File: src/rtl/pcirq_pkg.sv
package pcirq_pkg;

  localparam int SEL_W = 2;

  typedef enum logic [SEL_W-1:0] {
    SEL_MASK = 2'd0,
    SEL_CTRL = 2'd1,
    SEL_FLAG = 2'd2,
    SEL_NONE = 2'd3
  } regSel_e;

  typedef struct packed {
    logic maskWr;
    logic enWr;
    logic flagClr;
  } ctrlStrobe_t;

endpackage

File: src/rtl/pcirq_sync.sv
module pcirq_sync #(
  parameter int WIDTH  = 8,
  parameter int STAGES = 2
) (
  input  logic             clk,
  input  logic             rstN,
  input  logic [WIDTH-1:0] din,
  output logic [WIDTH-1:0] dout
);

  logic [STAGES-1:0][WIDTH-1:0] stage;

  always_ff @(posedge clk or negedge rstN) begin
    if (!rstN) begin
      stage <= '0;
    end else begin
      stage[0] <= din;
      for (int i = 1; i < STAGES; i++) begin
        stage[i] <= stage[i-1];
      end
    end
  end

  assign dout = stage[STAGES-1];

endmodule

File: src/rtl/pcirq_ctrl.sv
module pcirq_ctrl
  import pcirq_pkg::*;
#(
  parameter int DATA_W = 8
) (
  input  logic              wrEn,
  input  logic [SEL_W-1:0]  wrSel,
  input  logic [DATA_W-1:0] wrData,
  input  logic              irqAck,
  output ctrlStrobe_t       strobe
);

  regSel_e sel;
  logic    w1cHit;

  always_comb begin
    sel    = regSel_e'(wrSel);
    w1cHit = wrEn && (sel == SEL_FLAG) && wrData[0];
    strobe.maskWr  = wrEn && (sel == SEL_MASK);
    strobe.enWr    = wrEn && (sel == SEL_CTRL);
    strobe.flagClr = irqAck || w1cHit;
  end

endmodule

File: src/rtl/pcirq_datapath.sv
module pcirq_datapath
  import pcirq_pkg::*;
#(
  parameter int PIN_COUNT   = 8,
  parameter int SYNC_STAGES = 2,
  parameter int DATA_W      = 8
) (
  input  logic                 clk,
  input  logic                 rstN,
  input  logic [PIN_COUNT-1:0] pinIn,
  input  ctrlStrobe_t          strobe,
  input  logic [DATA_W-1:0]    wrData,
  input  logic                 globalIrqEn,
  input  logic [SEL_W-1:0]     rdSel,
  output logic [DATA_W-1:0]    rdData,
  output logic                 irqReq,
  output logic [PIN_COUNT-1:0] maskQ,
  output logic                 enQ,
  output logic                 flagQ,
  output logic [PIN_COUNT-1:0] rawChange
);

  logic [PIN_COUNT-1:0] pinSync;
  logic [PIN_COUNT-1:0] pinPrev;
  logic                 hitAny;

  pcirq_sync #(.WIDTH(PIN_COUNT), .STAGES(SYNC_STAGES)) u_sync (
    .clk  (clk),
    .rstN (rstN),
    .din  (pinIn),
    .dout (pinSync)
  );

  always_ff @(posedge clk or negedge rstN) begin
    if (!rstN) pinPrev <= '0;
    else       pinPrev <= pinSync;
  end

  assign rawChange = pinSync ^ pinPrev;
  assign hitAny    = |(rawChange & maskQ);

  always_ff @(posedge clk or negedge rstN) begin
    if (!rstN) begin
      maskQ <= '0;
      enQ   <= 1'b0;
      flagQ <= 1'b0;
    end else begin
      if (strobe.maskWr) maskQ <= wrData[PIN_COUNT-1:0];
      if (strobe.enWr)   enQ   <= wrData[0];
      flagQ <= hitAny || (flagQ && !strobe.flagClr);
    end
  end

  assign irqReq = flagQ && enQ && globalIrqEn;

  always_comb begin
    rdData = '0;
    case (regSel_e'(rdSel))
      SEL_MASK: rdData = DATA_W'(maskQ);
      SEL_CTRL: rdData = DATA_W'(enQ);
      SEL_FLAG: rdData = DATA_W'(flagQ);
      default:  rdData = '0;
    endcase
  end

endmodule

File: src/rtl/pin_group_irq.sv
module pin_group_irq
  import pcirq_pkg::*;
#(
  parameter int PIN_COUNT   = 8,
  parameter int SYNC_STAGES = 2,
  parameter int DATA_W      = 8
) (
  input  logic                 clk,
  input  logic                 rstN,
  input  logic [PIN_COUNT-1:0] pinIn,
  input  logic                 globalIrqEn,
  input  logic                 irqAck,
  input  logic                 wrEn,
  input  logic [1:0]           wrSel,
  input  logic [DATA_W-1:0]    wrData,
  input  logic [1:0]           rdSel,
  output logic [DATA_W-1:0]    rdData,
  output logic                 irqReq
);

  ctrlStrobe_t          strobe;
  logic [PIN_COUNT-1:0] maskQ;
  logic                 enQ;
  logic                 flagQ;
  logic [PIN_COUNT-1:0] rawChange;

  pcirq_ctrl #(.DATA_W(DATA_W)) u_ctrl (
    .wrEn   (wrEn),
    .wrSel  (wrSel),
    .wrData (wrData),
    .irqAck (irqAck),
    .strobe (strobe)
  );

  pcirq_datapath #(
    .PIN_COUNT   (PIN_COUNT),
    .SYNC_STAGES (SYNC_STAGES),
    .DATA_W      (DATA_W)
  ) u_dp (
    .clk         (clk),
    .rstN        (rstN),
    .pinIn       (pinIn),
    .strobe      (strobe),
    .wrData      (wrData),
    .globalIrqEn (globalIrqEn),
    .rdSel       (rdSel),
    .rdData      (rdData),
    .irqReq      (irqReq),
    .maskQ       (maskQ),
    .enQ         (enQ),
    .flagQ       (flagQ),
    .rawChange   (rawChange)
  );

endmodule

File: config.mk
export PLATFORM = sky130hd
export DESIGN_NAME = pin_group_irq
export DESIGN_NICKNAME = d
export VERILOG_FILES = /design/src/rtl/pcirq_pkg.sv /design/src/rtl/pcirq_sync.sv /design/src/rtl/pcirq_ctrl.sv /design/src/rtl/pcirq_datapath.sv /design/src/rtl/pin_group_irq.sv
export SDC_FILE = /design/constraint.sdc
export NUM_CORES = 1
export LEC_CHECK = 0
export BUFFER_PORTS_ARGS = -buffer_cell sky130_fd_sc_hd__buf_4
export CAP_MARGIN = 30
export CORE_AREA = 2 2 51 53
export DETAILED_ROUTE_END_ITERATION = 10
export DIE_AREA = 0 0 53 55
export GPL_ROUTABILITY_DRIVEN = 1
export PLACE_DENSITY_LB_ADDON = 0.15
export SETUP_SLACK_MARGIN = 0.4
export SLEW_MARGIN = 10
export SYNTH_ARGS = -nofsm -noshare
export SYNTH_HDL_FRONTEND = slang
export SYNTH_HIERARCHICAL = 1
export SYNTH_SLANG_ARGS = --single-unit
File: constraint.sdc
create_clock -name clk -period 1.95 [get_ports clk]
set_input_delay 0.39 -clock clk [delete_from_list [all_inputs] [get_ports clk]]
set_output_delay 0.39 -clock clk [all_outputs]
set_load 0.1 [all_outputs]
; ---- After elaboration in Yosys (flattened, before gate mapping)
; Index checks and enable logic that the tools add are counted.
[classes]
n_reduce_logical = 13
mux = 1
n_eq_ne = 4
bitwise_logic = 2
[ops]
columns = op, count
row1 = $pmux 8 s3, 1
row2 = $and 8x8->8, 1
row3 = $reduce_or 8->1, 1
row4 = $xor 8x8->8, 1
row5 = $logic_and 1x1->1, 7
row6 = $eq 2x1->1 const B, 2
row7 = $eq 2x2->1 const B, 2
row8 = $logic_not 2->1, 2
row9 = $logic_or 1x1->1, 2
row10 = $logic_not 1->1, 1
[word_totals]
reg_bits = 34
inputBits = 25
out_inout_bits = 9

; ---- Longest topological paths before layout
[logic_depth]
ltp_word = 7
depth_mapped = 5
mapped_depth_nobuf = 5

; ---- By module
; Netlist, hierarchy kept.
[modules_own_cells]
columns = mod, area_per_inst_um2, cells_per_inst, n_inst
row1 = pcirq_datapath, 753.2, 54, 1
row2 = pcirq_sync, 460.4, 24, 1
row3 = pcirq_ctrl, 28.8, 4, 1

; ---- Worst setup path after synthesis
; No wires, ideal clock.
[synth_path]
path_type = input to output
start = input port rdSel[1]
end = output port rdData[0]
arrival_ns = 2.596
stages = 2
slack_ns = -1.036
path_cell_list = mux2i_1 > o21ai_0
[synth_between]
elab_chain_len = 2
[synth_lines]
columns = item, line_no
row1 = start: declaration, pin_group_irq.sv:16  ; input logic [1:0] rdSel,
row2 = "$eq 2x2->1, or another cell as far along", pcirq_datapath.sv:58  ; case (regSel_e'(rdSel))
row3 = $pmux 8 s3 (*), pcirq_datapath.sv:58
row4 = end: declaration, pin_group_irq.sv:17  ; output logic [DATA_W-1:0] rdData,
; Every way passes the cells marked *; elsewhere a longest branch is shown, timed or not.

; ---- Worst setup path after layout
[layout_path]
start = register u_dp.flagQ
end = output port rdData[0]
[layout_between]
elab_chain_len = 1
[layout_lines]
columns = item, line_no
row1 = start: declaration, pcirq_datapath.sv:19  ; output logic flagQ,
row2 = start signal: assignment, pcirq_datapath.sv:50  ; flagQ <= hitAny || (flagQ && !strobe.flagClr);
row3 = $pmux 8 s3, pcirq_datapath.sv:58
; No other way between the ends.

==> out/summary.txt <==
Max-capacitance violation count = 0
Share of post-route cells with drive strength above 1 = 52.1%
Final non-filler cell total = 147
Sw frac = 28.8%
Post-synthesis mux area share = 8.96%
FF-to-FF path depth = 4
I/O pins = 34
Residual DRC = 0
Number of global-route vias before repair = 734
TritonCTS buffer count = 5
CTS tree = built
Final setup fails = 0
Post-synth net total = 107
Clk root buf = clkbuf_4
Setup TNS = 0 ps
Final worst slack = 426 ps
Place WS = 213 ps
TritonRoute pass-1 iters = 4
Sequential fraction of the synthesis area = 68.5%
Routed length per placed instance = 12.8 µm
Area Overhead vs Synth = 29.4%
Slew headroom = 72.7%
Flop pwr share = 54.5%
Core ar. = 2360 µm²
Initial core utilization = 52.5%
First-pass GRT wire length = 2980 µm
Hold Path Stages = 1
Std-Cell Rows = 18
Synth Flop Type = dfrtp_1
Diode count = 0
Slew @ Worst Pin = 409 ps
Synth cell types = 20
Simple-Gate Fraction of Synth Area = 7.05%
Fin util = 68.0%
CP Max Fanout = 3
Skew final = 7.49 ps
Die footprint = 2920 µm²
Vias/cell = 4.97
RSZ-0062 raised after global routing = true
Nets@finish = 142
Power, Total = 1.48 mW
Area leader, netlist = dfrtp_1
Combinational power share = 23.3%
GRT overflow = 0
Kind of critical path = reg -> out
Final Max Slew Viols = 0
Clk pwr share = 22.2%
Most common cell in the synthesized netlist = dfrtp_1
Post-synthesis xor/xnor area fraction = 5.64%
H-tree depth = 2
Cells after DPL = 137
Gpl congestion = 0.711
Crit path max-delay cell type = dfrtp_1
Post-synthesis compound-gate area fraction = 4.33%
Final hold violation count = 0
Crit-path max cell delay = 400 ps
Status = completed
Clock sink total = 34
Ys Warns = 6
Synth Register Bits = 34
Port-buffer cells = 33
Worst IR drop on VDD = 0.822 mV
CP Data Required Time = 1560 ps
Startpoint Class = flop
Clock buffer depth = 2
PD cells = 918 nW/µm²
Crit path DAT = 1130 ps
Largest family of logic cells by synthesized area = multiplexers
Synth Area in Adders = 0%
Final wirelength = 1890 µm
Die height = 55 µm
Switch Pwr = 0.425 mW
Total GRT Usage = 15.7%
Worst-path clk slew = 80 ps
Min cycle time layout = 1520 ps
Die Wd = 53 µm
Internal = 1.05 mW
Yosys top cell area share = 68.5%
Async set-or-reset flop fraction in the synthesized netlist = 100%
Post-Syn Instances = 82
Crit. End Element = primary output
Post-route ant nets = 0
Period utilization = 78.2%
Avg Cell Area, Syn = 15.2 µm²
Critical path, cell by cell = mux2i_1 > o21ai_2 > buf_12
F_max = 0.656 GHz
Hold Path Class = in -> reg
Initial antenna violation count = 0
Total number of vias = 731
EDFF count, synth = 0
Leak = 0.755 nW
Initial DRC count = 6
Fill cells = 187
Commonest cells in the netlist = dfrtp_1 (34), mux2_2 (9), buf_4 (8), xor2_1 (8), and2_1 (7)
Largest net degree at the start of global routing = 35
Synthesized area = 1240 µm²
Ranking of synthesized cells by area = dfrtp_1 (68%), mux2_2 (8.2%), xor2_1 (5.6%), buf_4 (4.8%), and2_1 (3.5%)
Clock latency on the worst-skew pair = 320 ps
==> state kept, by name (all words and copies together), names as in the netlist <==
signal and cells:
u_dp/maskQ 8, u_dp/flagQ 1, u_dp/pinPrev 8, u_dp/u_sync/stage 8, u_dp/u_sync/dout 8, u_dp/enQ 1
==> power groups by stage <==
stage	clock network [mW]	logic (mW)	registers (mW)
after floorplan	0	0.229	0.807
after global placement	0	0.300	0.819
after detailed placement	0	0.305	0.822
after CTS	0.355	0.338	0.805
after global routing	0.373	0.363	0.814
final	0.328	0.344	0.805
==> layout make-up <==
cell class                 instances  area (µm²)  area share, %
clock buffer                       7        45.0           2.80
inverter                           1        3.75          0.233
multi-input combinational         38         344           21.4
sequential                        34         851           52.9
tap                               30        37.5           2.33
timing repair buffer              37         327           20.3
==> per-stage QoR <==
step	instance area (µm²)	hold WS (ps)
after global routing	1610	155
after floorplan	1260	94.4
after detailed placement	1480	336
final	1610	178
after global placement	1480	331
after CTS	1600	158
==> worst max-delay path: cells and delay by family, from the launching register on <==
family | cells | cell delay, ps
DFF | 1 | 400
muxes | 1 | 170
buffers and inverters | 1 | 170
AOI/OAI and AO/OA | 1 | 90
==> kinds of logic after synthesis <==
family                 Yosys count
AO/OA/AOI/OAI                    6
XOR/XNOR                         8
buffers and inverters           10
flip-flops                      34
multiplexers                    10
AND/OR/NAND/NOR                 14
==> repair_timing <==
| item | in CTS | in global routing |
|---|---|---|
| endpoints found under the hold margin | 17 | 0 |
| setup buffers | 1 | 1 |
| endpoints found under the setup margin | 9 | 2 |
| hold buffers | 1 | 0 |
| gates resized for setup | 13 | 1 |
==> worst paths after layout <==
check,startpoint,slack [ps],to
max reg2reg,u_dp/u_sync/dout[5]$_DFF_PN0_,760,u_dp/flagQ$_DFF_PN0_
max,u_dp/flagQ$_DFF_PN0_,430,rdData[0]
min reg2reg,u_dp/u_sync/stage[4]$_DFF_PN0_,350,u_dp/u_sync/dout[4]$_DFF_PN0_
min in group asynchronous,rstN,540,u_dp/pinPrev[4]$_DFF_PN0_
min,pinIn[1],180,u_dp/u_sync/stage[1]$_DFF_PN0_
max in group asynchronous,rstN,1110,u_dp/u_sync/stage[5]$_DFF_PN0_
==> metal layers <==
| metal | global-route usage, % | share of wire, % | vias up |
|---|---|---|---|
| met4 | 12.8 | 3.1 | 0 |
| met5 | 0 | 0 | - |
| met3 | 4.84 | 6.1 | 6 |
| li1 | - | - | 340 |
| met1 | 14.9 | 40 | 355 |
| met2 | 28.1 | 51 | 30 |
==> cells in the final DEF (no fill, tap or decap), drive strengths merged <==
| cell | Yosys | layout |
|---|---|---|
| buf | 9 | 36 |
| dfrtp | 34 | 34 |
| mux2 | 9 | 9 |
| xor2 | 8 | 8 |
| and2 | 7 | 7 |
| clkbuf | 0 | 7 |
| nor3b | 2 | 2 |
| dlygate4sd3 | 0 | 1 |
| inv | 1 | 1 |
| a41o | 1 | 1 |
| nor2 | 1 | 1 |
| mux2i | 1 | 1 |
| nand3b | 1 | 1 |
| o21ai | 1 | 1 |
| nor2b | 1 | 1 |
| a21oi | 1 | 1 |
| a222oi | 1 | 1 |
| a22o | 1 | 1 |
| a221oi | 1 | 1 |
| nand3 | 1 | 1 |
| and3 | 1 | 1 |
No activity file was read; power rests on OpenSTA's default activity.
